===== src/rtl/flash_erase_pkg.sv =====
`timescale 1ns/1ps
package flash_erase_pkg;

   typedef enum logic [3:0] {
      ST_IDLE,
      ST_ENABLE,
      ST_SETUP,
      ST_PULSE,
      ST_PHOLD,
      ST_SHOLD,
      ST_VSET,
      ST_DWR,
      ST_GAP,
      ST_READ,
      ST_VPASS,
      ST_VFAIL
   } fe_state_e;

   function automatic int fe_max(input int a, input int b);
      return (a > b) ? a : b;
   endfunction

   function automatic int fe_bits(input int n);
      return (n > 1) ? $clog2(n) : 1;
   endfunction

endpackage


===== src/rtl/fe_timer.sv =====
`timescale 1ns/1ps
module fe_timer #(
   parameter int CNT_W = 8
) (
   input  logic             clk,
   input  logic             rst_n,
   input  logic             clr_i,
   input  logic [CNT_W-1:0] lim_i,
   output logic             hit_o
);

   logic [CNT_W-1:0] cnt_q;

   assign hit_o = (cnt_q == lim_i - CNT_W'(1));

   always_ff @(posedge clk or negedge rst_n) begin
      if (!rst_n)      cnt_q <= '0;
      else if (clr_i)  cnt_q <= '0;
      else if (!hit_o) cnt_q <= cnt_q + CNT_W'(1);
   end

   // the shared counter never runs past the wait of the current state
   a_r4_cnt_in_window: assert property (@(posedge clk) disable iff (!rst_n)
      cnt_q < lim_i);

endmodule


===== src/rtl/fe_pick.sv =====
`timescale 1ns/1ps
module fe_pick #(
   parameter int N     = 4,
   parameter int IDX_W = 2
) (
   input  logic [N-1:0]     req_i,
   output logic [N-1:0]     gnt_o,
   output logic [IDX_W-1:0] idx_o,
   output logic             any_o
);

   logic [N:0] seen;
   assign seen[0] = 1'b0;

   for (genvar i = 0; i < N; i++) begin : g_lane
      assign gnt_o[i]  = req_i[i] & ~seen[i];
      assign seen[i+1] = seen[i] | req_i[i];
   end

   assign any_o = seen[N];

   always_comb begin
      idx_o = '0;
      for (int i = 0; i < N; i++) begin
         if (gnt_o[i]) idx_o = IDX_W'(i);
      end
   end

endmodule


===== src/rtl/fe_addr.sv =====
`timescale 1ns/1ps
module fe_addr #(
   parameter int ADDR_W = 16,
   parameter int WORDS  = 64
) (
   input  logic              clk,
   input  logic              rst_n,
   input  logic              load_i,
   input  logic [ADDR_W-1:0] base_i,
   input  logic              step_i,
   output logic [ADDR_W-1:0] addr_o,
   output logic              last_o
);

   localparam int WC_W = (WORDS > 1) ? $clog2(WORDS) : 1;

   logic [WC_W-1:0] wcnt_q;

   assign last_o = (wcnt_q == WC_W'(WORDS - 1));

   always_ff @(posedge clk or negedge rst_n) begin
      if (!rst_n) begin
         addr_o <= '0;
         wcnt_q <= '0;
      end else if (load_i) begin
         addr_o <= base_i;
         wcnt_q <= '0;
      end else if (step_i) begin
         addr_o <= addr_o + ADDR_W'(4);
         wcnt_q <= wcnt_q + WC_W'(1);
      end
   end

   // a step moves the verify address forward by exactly one longword
   a_r7_step_one_word: assert property (@(posedge clk) disable iff (!rst_n)
      (step_i && !load_i) |=> (addr_o == $past(addr_o) + ADDR_W'(4)));

endmodule


===== src/rtl/flash_erase_seq.sv =====
`timescale 1ns/1ps
module flash_erase_seq
   import flash_erase_pkg::*;
#(
   parameter int NUM_BLK     = 4,
   parameter int BLK_WORDS   = 64,
   parameter int ADDR_W      = 16,
   parameter int CYC_PER_US  = 50,
   parameter int T_EN_US     = 10,
   parameter int T_SETUP_US  = 200,
   parameter int T_PULSE_US  = 5000,
   parameter int T_PHOLD_US  = 10,
   parameter int T_SHOLD_US  = 10,
   parameter int T_VSET_US   = 20,
   parameter int T_GAP_US    = 2,
   parameter int T_VOFF_US   = 5,
   parameter int MAX_TRY     = 61
) (
   input  logic               clk,
   input  logic               rst_n,
   input  logic               start_i,
   input  logic [NUM_BLK-1:0] blk_mask_i,
   output logic               prog_en_o,
   output logic [NUM_BLK-1:0] blk_sel_o,
   output logic               wdog_en_o,
   output logic               setup_o,
   output logic               pulse_o,
   output logic               verify_o,
   output logic               dwr_o,
   output logic               rd_o,
   output logic [ADDR_W-1:0]  addr_o,
   output logic [7:0]         dwr_data_o,
   input  logic [31:0]        rdata_i,
   output logic               done_o,
   output logic               fail_o
);

   localparam int IDX_W   = fe_bits(NUM_BLK);
   localparam int TRY_W   = $clog2(MAX_TRY + 1);
   localparam int LIM_MAX = fe_max(fe_max(fe_max(T_EN_US, T_SETUP_US), fe_max(T_PULSE_US, T_PHOLD_US)),
                                   fe_max(fe_max(T_SHOLD_US, T_VSET_US), fe_max(T_GAP_US, T_VOFF_US)))
                            * CYC_PER_US;
   localparam int CNT_W   = $clog2(LIM_MAX + 1);

   localparam logic [CNT_W-1:0]  L_EN    = CNT_W'(T_EN_US * CYC_PER_US);
   localparam logic [CNT_W-1:0]  L_SETUP = CNT_W'(T_SETUP_US * CYC_PER_US);
   localparam logic [CNT_W-1:0]  L_PULSE = CNT_W'(T_PULSE_US * CYC_PER_US);
   localparam logic [CNT_W-1:0]  L_PHOLD = CNT_W'(T_PHOLD_US * CYC_PER_US);
   localparam logic [CNT_W-1:0]  L_SHOLD = CNT_W'(T_SHOLD_US * CYC_PER_US);
   localparam logic [CNT_W-1:0]  L_VSET  = CNT_W'(T_VSET_US * CYC_PER_US);
   localparam logic [CNT_W-1:0]  L_GAP   = CNT_W'(T_GAP_US * CYC_PER_US);
   localparam logic [CNT_W-1:0]  L_VOFF  = CNT_W'(T_VOFF_US * CYC_PER_US);
   localparam logic [ADDR_W-1:0] BLK_BYTES = ADDR_W'(BLK_WORDS * 4);
   localparam logic [TRY_W-1:0]  TRY_LAST  = TRY_W'(MAX_TRY);

   // elaboration-time parameter checks
   if (NUM_BLK < 1) begin : g_chk_nblk
      $error("flash_erase_seq: NUM_BLK must be at least 1");
   end
   if (BLK_WORDS < 1) begin : g_chk_words
      $error("flash_erase_seq: BLK_WORDS must be at least 1");
   end
   if (NUM_BLK * BLK_WORDS * 4 > (1 << ADDR_W)) begin : g_chk_addr
      $error("flash_erase_seq: ADDR_W too narrow for all blocks");
   end
   if (CYC_PER_US < 1 || MAX_TRY < 1) begin : g_chk_rate
      $error("flash_erase_seq: CYC_PER_US and MAX_TRY must be positive");
   end
   if (T_EN_US < 1 || T_SETUP_US < 1 || T_PULSE_US < 1 || T_PHOLD_US < 1 ||
       T_SHOLD_US < 1 || T_VSET_US < 1 || T_GAP_US < 1 || T_VOFF_US < 1) begin : g_chk_wait
      $error("flash_erase_seq: every wait must be at least 1 us");
   end

   fe_state_e          state_q, state_d;
   logic [NUM_BLK-1:0] pend_q, sel_q;
   logic [IDX_W-1:0]   idx_q;
   logic [TRY_W-1:0]   tries_q;
   logic               done_q, fail_q;

   logic [CNT_W-1:0]   lim;
   logic               hit;
   logic [NUM_BLK-1:0] gnt;
   logic [IDX_W-1:0]   gidx;
   logic               gany;
   logic               word_ok, last_word;
   logic               addr_load, addr_step;
   logic [ADDR_W-1:0]  base;

   // wait length of the current state
   always_comb begin
      unique case (state_q)
         ST_ENABLE: lim = L_EN;
         ST_SETUP:  lim = L_SETUP;
         ST_PULSE:  lim = L_PULSE;
         ST_PHOLD:  lim = L_PHOLD;
         ST_SHOLD:  lim = L_SHOLD;
         ST_VSET:   lim = L_VSET;
         ST_GAP:    lim = L_GAP;
         ST_VPASS,
         ST_VFAIL:  lim = L_VOFF;
         default:   lim = CNT_W'(1);
      endcase
   end

   fe_timer #(.CNT_W(CNT_W)) u_timer (
      .clk   (clk),
      .rst_n (rst_n),
      .clr_i (state_d != state_q),
      .lim_i (lim),
      .hit_o (hit)
   );

   fe_pick #(.N(NUM_BLK), .IDX_W(IDX_W)) u_pick (
      .req_i (pend_q & ~sel_q),
      .gnt_o (gnt),
      .idx_o (gidx),
      .any_o (gany)
   );

   assign base      = ADDR_W'(idx_q) * BLK_BYTES;
   assign addr_load = (state_q == ST_VSET) && hit;
   assign word_ok   = &rdata_i;
   assign addr_step = (state_q == ST_READ) && word_ok && !last_word;

   fe_addr #(.ADDR_W(ADDR_W), .WORDS(BLK_WORDS)) u_addr (
      .clk    (clk),
      .rst_n  (rst_n),
      .load_i (addr_load),
      .base_i (base),
      .step_i (addr_step),
      .addr_o (addr_o),
      .last_o (last_word)
   );

   // next state
   always_comb begin
      state_d = state_q;
      unique case (state_q)
         ST_IDLE:   if (start_i && (|blk_mask_i)) state_d = ST_ENABLE;
         ST_ENABLE: if (hit) state_d = ST_SETUP;
         ST_SETUP:  if (hit) state_d = ST_PULSE;
         ST_PULSE:  if (hit) state_d = ST_PHOLD;
         ST_PHOLD:  if (hit) state_d = ST_SHOLD;
         ST_SHOLD:  if (hit) state_d = ST_VSET;
         ST_VSET:   if (hit) state_d = ST_DWR;
         ST_DWR:    state_d = ST_GAP;
         ST_GAP:    if (hit) state_d = ST_READ;
         ST_READ: begin
            if (!word_ok)      state_d = ST_VFAIL;
            else if (last_word) state_d = ST_VPASS;
            else               state_d = ST_DWR;
         end
         ST_VPASS:  if (hit) state_d = gany ? ST_SETUP : ST_IDLE;
         ST_VFAIL:  if (hit) state_d = (tries_q >= TRY_LAST) ? ST_IDLE : ST_SETUP;
         default:   state_d = ST_IDLE;
      endcase
   end

   always_ff @(posedge clk or negedge rst_n) begin
      if (!rst_n) begin
         state_q <= ST_IDLE;
         pend_q  <= '0;
         sel_q   <= '0;
         idx_q   <= '0;
         tries_q <= '0;
         done_q  <= 1'b0;
         fail_q  <= 1'b0;
      end else begin
         state_q <= state_d;
         unique case (state_q)
            ST_IDLE: begin
               if (start_i) begin
                  pend_q <= blk_mask_i;
                  done_q <= ~(|blk_mask_i);
                  fail_q <= 1'b0;
               end
            end
            ST_ENABLE: begin
               if (hit) begin
                  sel_q   <= gnt;
                  idx_q   <= gidx;
                  tries_q <= TRY_W'(1);
               end
            end
            ST_VPASS: begin
               if (hit) begin
                  pend_q <= pend_q & ~sel_q;
                  sel_q  <= gnt;
                  if (gany) begin
                     idx_q   <= gidx;
                     tries_q <= TRY_W'(1);
                  end else begin
                     done_q <= 1'b1;
                  end
               end
            end
            ST_VFAIL: begin
               if (hit) begin
                  if (tries_q >= TRY_LAST) begin
                     sel_q  <= '0;
                     pend_q <= '0;
                     fail_q <= 1'b1;
                  end else begin
                     tries_q <= tries_q + TRY_W'(1);
                  end
               end
            end
            default: ;
         endcase
      end
   end

   // strobe decode
   assign prog_en_o  = (state_q != ST_IDLE);
   assign blk_sel_o  = sel_q;
   assign setup_o    = (state_q == ST_SETUP) || (state_q == ST_PULSE) || (state_q == ST_PHOLD);
   assign pulse_o    = (state_q == ST_PULSE);
   assign wdog_en_o  = setup_o || (state_q == ST_SHOLD);
   assign verify_o   = (state_q == ST_VSET) || (state_q == ST_DWR) ||
                       (state_q == ST_GAP)  || (state_q == ST_READ);
   assign dwr_o      = (state_q == ST_DWR);
   assign rd_o       = (state_q == ST_READ);
   assign dwr_data_o = 8'hFF;
   assign done_o     = done_q;
   assign fail_o     = fail_q;

   // never more than one block selected
   a_r3_sel_onehot: assert property (@(posedge clk) disable iff (!rst_n)
      $onehot0(blk_sel_o));
   // a block is only ever selected under program-enable
   a_r2_sel_under_enable: assert property (@(posedge clk) disable iff (!rst_n)
      (|blk_sel_o) |-> prog_en_o);
   // the erase pulse only fires inside the setup window with the watchdog armed
   a_r4_pulse_in_window: assert property (@(posedge clk) disable iff (!rst_n)
      pulse_o |-> (setup_o && wdog_en_o && (|blk_sel_o)));
   // erase rises only after setup was already high
   a_r4_setup_leads: assert property (@(posedge clk) disable iff (!rst_n)
      $rose(pulse_o) |-> $past(setup_o));
   // the watchdog is released exactly as verify starts
   a_r5_wdog_to_verify: assert property (@(posedge clk) disable iff (!rst_n)
      $fell(wdog_en_o) |-> (verify_o && !setup_o));
   // attempt count stays within the limit
   a_r8_tries_bounded: assert property (@(posedge clk) disable iff (!rst_n)
      tries_q <= TRY_LAST);
   // a failed run leaves the array idle
   a_r9_fail_idle: assert property (@(posedge clk) disable iff (!rst_n)
      fail_o |-> (!prog_en_o && (blk_sel_o == '0) && !done_o));
   // a finished run leaves the array idle
   a_r10_done_idle: assert property (@(posedge clk) disable iff (!rst_n)
      done_o |-> (!prog_en_o && !verify_o));
   // a run only begins from a start request
   a_r11_begin_on_start: assert property (@(posedge clk) disable iff (!rst_n)
      $rose(prog_en_o) |-> $past(start_i));

endmodule


===== config.mk =====
export PLATFORM = sky130hd
export DESIGN_NAME = flash_erase_seq
export DESIGN_NICKNAME = d
export VERILOG_FILES = /design/src/rtl/flash_erase_pkg.sv /design/src/rtl/fe_timer.sv /design/src/rtl/fe_pick.sv /design/src/rtl/fe_addr.sv /design/src/rtl/flash_erase_seq.sv
export SDC_FILE = /design/constraint.sdc
export NUM_CORES = 1
export LEC_CHECK = 0
export BUFFER_PORTS_ARGS = -buffer_cell sky130_fd_sc_hd__buf_2
export CELL_PAD_IN_SITES_DETAIL_PLACEMENT = 0
export CELL_PAD_IN_SITES_GLOBAL_PLACEMENT = 2
export CORE_MARGIN = 2
export CORE_UTILIZATION = 34
export DETAILED_ROUTE_END_ITERATION = 7
export PLACE_DENSITY_LB_ADDON = 0.12
export SLEW_MARGIN = 10
export SYNTH_ARGS = -nofsm -noshare
export SYNTH_HDL_FRONTEND = slang
export SYNTH_HIERARCHICAL = 1
export SYNTH_SLANG_ARGS = --single-unit

===== constraint.sdc =====
create_clock -name clk -period 6.59 [get_ports clk]
set_input_delay 0.659 -clock clk [delete_from_list [all_inputs] [get_ports clk]]
set_output_delay 0.659 -clock clk [all_outputs]
set_load 0.01 [all_outputs]

After elaboration in Yosys (flattened, before gate mapping)
Memory sizes are Yosys's and may differ from the RTL's.
Cells that the tools add are included.
{"block": "op_classes", "addsub": 5, "mul": 0, "div": 0, "magnitude_cmp": 1, "eq_ne": 24, "shift": 0, "muxes": 49, "n_bitwise": 12, "n_reduce_logical": 29}
{"op": "4-bit two-way mux", "count": 17}
{"op": "4-bit one-hot mux with 12 select lines", "count": 1}
{"op": "6-bit two-way mux", "count": 7}
{"op": "18-bit two-way mux", "count": 2}
{"op": "16-bit two-way mux", "count": 2}
{"op": "32-bit AND reduction", "count": 1}
{"op": "18-bit by 1-bit adder with 18-bit output (second input constant)", "count": 1}
{"op": "18-bit equality test", "count": 1}
{"op": "6-bit one-hot mux with 3 select lines", "count": 1}
{"op": "18-bit by 1-bit subtractor with 18-bit output (second input constant)", "count": 1}
{"op": "16-bit by 3-bit adder with 16-bit output (second input constant)", "count": 1}
{"op": "4-bit by 3-bit equality test with 1-bit output (second input constant)", "count": 4}
{"op": "4-bit equality test (second input constant)", "count": 4}
{"op": "2-bit != test (second input constant)", "count": 8}
{"op": "4-bit AND reduction", "count": 4}
{"op": "2-bit two-way mux", "count": 7}
{"op": "6-bit by 1-bit adder with 6-bit output (second input constant)", "count": 2}
{"op": "4-bit one-hot mux with 3 select lines", "count": 1}
{"op": "2-bit nonzero test", "count": 5}
{"op": "4-bit by 2-bit equality test with 1-bit output (second input constant)", "count": 2}
{"op": "4-bit one-hot mux with 2 select lines", "count": 1}
{"op": "1-bit two-way mux", "count": 7}
{"op": "6-bit equality test (second input constant)", "count": 1}
{"op": "6-bit greater-or-equal comparator (second input constant)", "count": 1}
{"op": "other kinds (20)", "count": 38}
{"block": "totals", "register_bits": 62, "latchBits": 0, "ram_bits": 0, "romBits": 272, "in_bits": 39, "out_inout_bits": 37, "word_cells": 131, "memories": 1}
{"name": "(no name shown)", "words": 16, "word_bits": 17, "read_ports": 1, "rd_ports_with_merged_regs": 0, "write_ports": 0, "line_no": "flash_erase_seq.sv:91", "rtl": "unique case (state_q)"}

Longest topological paths before layout
{"block": "depth", "ltp_word": 10, "depth_mapped": 25, "depth_no_buf": 21}

Modules after synthesis
The synthesis kept the hierarchy.
{"mod": "flash_erase_seq", "n_inst": 1, "cells_per_inst": 228, "area_per_inst_um2": 1806.7, "seq_area_each_um2": 550.5}
{"mod": "fe_timer", "n_inst": 1, "cells_per_inst": 196, "area_per_inst_um2": 1639.1, "seq_area_each_um2": 450.4}
{"mod": "fe_addr", "n_inst": 1, "cells_per_inst": 113, "area_per_inst_um2": 1167.4, "seq_area_each_um2": 550.5}
{"mod": "fe_pick", "n_inst": 1, "cells_per_inst": 11, "area_per_inst_um2": 61.3, "seq_area_each_um2": 0.0}

Least setup slack after synthesis
Ideal clock, no wire load.
{"block": "synth_path", "path_type": "reg2reg", "start": "register state_q[2]", "end": "register u_timer.cnt_q[0]", "setup_ns": 0.132, "t_arrival_ns": 5.319, "required_ns": 6.458, "path_slack_ns": 1.139, "stages_incl_launch_ff": 23, "n_path_buf": 7, "synth_period_minus_slack_ns": 5.451, "cell_sequence": "dfrtp_1 buf_2 buf_1 nand2_1 o22a_1 inv_1 ha_1 or3b_4 or4_1 a21o_1 a2111oi_4 nand4_2 nor4_4 buf_6 buf_6 clkbuf_1 inv_1 a221oi_1 nand3_1 o211ai_1 clkbuf_1 clkbuf_1 nor2_1"}
{"block": "synth_via", "elab_chain_len": 7, "word_cells_on_any_way": 29, "cone_classes": "add/sub (1); eq/ne (14); mux (12); reduce/logical (1); memory (1)"}
{"element": "from (decl)", "line_no": "flash_erase_seq.sv:74", "rtl": "fe_state_e state_q, state_d;"}
{"element": "from (signal assigned)", "line_no": "flash_erase_seq.sv:169", "rtl": "state_q <= state_d;"}
{"element": "memory 16 x 17 bit *"}
{"element": "named net lim[0]", "line_no": "flash_erase_seq.sv:80", "rtl": "logic [CNT_W-1:0] lim;"}
{"element": "18-bit by 1-bit subtractor with 18-bit output *", "line_no": "fe_timer.sv:14", "rtl": "assign hit_o = (cnt_q == lim_i - CNT_W'(1));"}
{"element": "18-bit equality test *", "line_no": "fe_timer.sv:14"}
{"element": "named net hit", "line_no": "flash_erase_seq.sv:81", "rtl": "logic hit;"}
{"element": "4-bit two-way mux, or another cell as far along", "line_no": "flash_erase_seq.sv:154", "rtl": "ST_VFAIL: if (hit) state_d = (tries_q >= TRY_LAST) ? ST_IDLE : ST_SETUP;"}
{"element": "4-bit one-hot mux with 12 select lines", "line_no": "flash_erase_seq.sv:138", "rtl": "unique case (state_q)"}
{"element": "4-bit != test", "line_no": "flash_erase_seq.sv:108", "rtl": ".clr_i (state_d != state_q),"}
{"element": "2-bit by 1-bit != test with 1-bit output (no source line) / 18-bit two-way mux (equally long branches)"}
{"element": "to (signal assigned)", "line_no": "fe_timer.sv:19", "rtl": "else if (!hit_o) cnt_q <= cnt_q + CNT_W'(1);"}
{"element": "to (decl)", "line_no": "fe_timer.sv:12", "rtl": "logic [CNT_W-1:0] cnt_q;"}
The timed path passes the listed nets; every way through them passes the cells marked *.
A chain may end at the register's enable or synchronous reset.

Worst setup path after layout
{"block": "layout_path", "start": "register state_q[1]", "end": "register u_timer.cnt_q[10]"}
Same word-level chain as after synthesis.

==> results by group <==
Detailed routing
  – DRC Markers: 0
  – Vias per cell: 5.14
  – Routed wire per std cell: 15.2 um
  – Total Wirelength: 12400 um
  – DRT Pass-1 Iters: 5
  – Routed Antenna Nets: 0
  – Initial drt markers: 149
  – Via count: 4170

Place
  – Hpwl dp: 9020 um
  – Place WS: 0.620 ns
  – Placed Cells: 795
  – IO Port Bufs: 67
  – GPL Wtd Cong: 0.825

Critical path
  – CP Max Fanout: 12
  – Critical Path Source Type: flip-flop
  – CP max-delay cell: nor4_4
  – Worst setup path class: flip-flop to flip-flop
  – CP cell instances: inv_1 -> ha_1 -> nand2b_1 -> nand2_1 -> o22a_1 -> inv_1 -> ha_1 -> or3b_4 -> or4_1 -> a21o_1 -> a2111oi_4 -> nand4_2 -> nor4_4 -> inv_1 -> a221oi_1 -> nand3_1 -> o211ai_1 -> nor2b_1 -> mux2_4
  – Crit path DAT: 6.23 ns
  – CP Launch Point: state_q[1]$_DFF_PN0_
  – Max incr delay on CP: 0.77 ns
  – Worst R2R Start: state_q[1]$_DFF_PN0_
  – Reg2Reg Depth: 19
  – WP data required: 6.81 ns
  – CP endpoint kind: flip-flop
  – Most used cell, CP: inv_1

Cells and area
  – NumNets Final: 681
  – Layout cells sized above 1: 20.2%
  – Most common cell after layout, fill and taps aside: buf_2
  – Most frequent cells in the layout: 67 x buf_2, 62 x dfrtp_1, 50 x nand2_1
  – Layout area overhead: 17.7%
  – Final cell count without fillers: 811
  – Diode count: 0
  – Fill count: 1399

Pwr
  – Peak supply drop: 0.000116 V
  – Leak Pwr: 0.00245 uW
  – Power Density: 155 nW/um^2
  – Total chip power: 852 uW

Timing
  – Max Freq: 166 MHz
  – Skew final: 0.00993 ns
  – Final worst slack: 0.578 ns
  – RSZ-0062 raised after global routing: no
  – Fin crit share: 91.2%
  – WHS: 0.477 ns
  – Max Slew Vio Count: 0
  – Least-Margin Pin Slew: 0.901 ns
  – Endpoints failing setup: 0
  – Headroom to the max-slew limit: 39.1%
  – Final Hold Vio Count: 0
  – TNS Setup: 0 ns
  – Minimum clock period: 6.01 ns

Global routing
  – Total GRT Usage: 17.9%
  – Vias in the first global route: 4084
  – Antenna violations before repair: 0
  – Gr ovfl total: 0
  – Largest net degree at the start of global routing: 63
  – Global-route wire length before repair: 20800 um

Clocking
  – Clock Root Buffer: clkbuf_16
  – Hold_buf cts: 0
  – CTS Buf Count: 9
  – Clock Latency Late Sink: 0.34 ns
  – # Post-CTS Setup Buffers: 0
  – Max clock buf depth: 2
  – CTS resizes: 0
  – Clock sink total: 62
  – H-tree lvl count: 3
  – CTS tree: yes
  – Clock Pin Slew Worst Setup and Hold Paths: 0.06 ns

Logic synthesis
  – Cell count after synthesis: 548
  – Post-synth ARST share: 100%
  – Seq/Total Area, Yosys: 33.2%
  – Post-synthesis register bit count: 62
  – Post-synth EDFFs: 0
  – Post-Syn Area: 4670 sq um
  – Ys Warns: 6
  – Most used DFF post-synth: dfrtp_1
  – Distinct cell type count after synthesis: 71
  – Post-synthesis area per instance: 8.53 sq um

Floorplan
  – Boundary Pins: 76
  – Chip width: 121 um
  – Die ar.: 14700 sq um
  – Core Rows: 42
  – Core Region: 13300 sq um
  – Chip Height: 121 um
  – Initial Util: 35.0%

Min path
  – WHS Path Cells: 2
  – Hold/Removal Path Class: flip-flop to flip-flop
  – Hold_sp: pend_q[3]$_DFFE_PN0P_

Run
  – Max Cap Violations: 0

Outcome
  – Status: finished clean
cells by family (layout without fill, tap and decap cells):
family	after synthesis	count (layout)	share of synthesized area, %
buf+inv	56	116	6.24
xor+xnor	42	42	7.87
compound gates	127	127	17.3
other cells	2	29	0.161
simple gates	231	231	28.3
flops	62	62	33.2
fa+ha+maj	12	12	3.21
mux	16	16	3.80
worst max-delay path: cells and delay by family, from the launching register on:
kind / cells / cell delay (ns)
buffers and inverters: 3 / 0.52
adders and majority gates: 2 / 0.66
muxes: 1 / 0.29
and+or+nand+nor: 8 / 2.29
AOI/OAI and AO/OA: 5 / 1.67
DFF: 1 / 0.45
per-stage QoR:
step           instance area [sq um]  util (%)
2_1_floorplan                   4780         -
3_3_place_gp                    5230      39.2
3_5_place_dp                    5230      39.2
4_1_cts                         5500      41.2
5_1_grt                         5500      41.2
6_report                        5500      41.2
flip-flops by register name, summed over array words and instances (netlist names):
name / count
u_timer/cnt_q: 18
u_addr/addr_o: 16
tries_q: 6
u_addr/wcnt_q: 6
blk_sel_o: 4
pend_q: 4
state_q: 4
idx_q: 2
done_o: 1
fail_o: 1
metal layers:
metal / global-route usage (%) / up-vias / part of all wire (%)
li1: - / 2116 / -
met5: 0 / - / 0
met4: 4.60 / 0 / 1.0
met3: 4.79 / 11 / 3.1
met1: 22.9 / 1974 / 46
met2: 30.1 / 69 / 50
cells in the mapped netlist (13+ instances only):
library cell	number	share of area (%)
o21ai_0	24	2.6
a21oi_1	36	3.9
or3_1	14	1.9
inv_1	19	1.5
dfrtp_1	62	33
nor3_1	18	1.9
xnor2_1	22	4.1
nand2_1	50	4.0
nor2_1	44	3.5
nand3_1	19	2.0
nand4_1	16	2.1
clkbuf_1	13	1.0
xor2_1	20	3.7
o21ai_1	13	1.4
final timing paths:
check	end	slack, ns
worst max-delay path	u_timer/cnt_q[10]$_DFFE_PN0P_	0.58
worst min-delay path	pend_q[3]$_DFFE_PN0P_	0.48
worst max register to register	u_timer/cnt_q[10]$_DFFE_PN0P_	0.58
worst min register to register	pend_q[3]$_DFFE_PN0P_	0.48
max in group asynchronous	u_timer/cnt_q[11]$_DFFE_PN0P_	5.54
min in group asynchronous	pend_q[1]$_DFFE_PN0P_	0.50
where the power goes:
| group | switching (uW) | leakage, uW | total, uW | internal [uW] |
|---|---|---|---|---|
| sequential | 0.000000108 | 0.000826 | 381 | 381 |
| clock | 190 | 0.000136 | 444 | 255 |
| combinational | 16.7 | 0.00149 | 26.6 | 9.88 |
| total | 206 | 0.00245 | 852 | 645 |
layout make-up:
cell class / count / area, sq um / area share [%]
flip-flops and latches: 62 / 1550 / 28.2
inverters: 19 / 71.3 / 1.30
repair buffers: 81 / 440 / 8.01
multi-input cells: 457 / 2940 / 53.5
clock buffers: 9 / 225 / 4.09
clock inverters: 7 / 48.8 / 0.887
well taps: 176 / 220 / 4.00
Power figures use the tool's default switching activity.
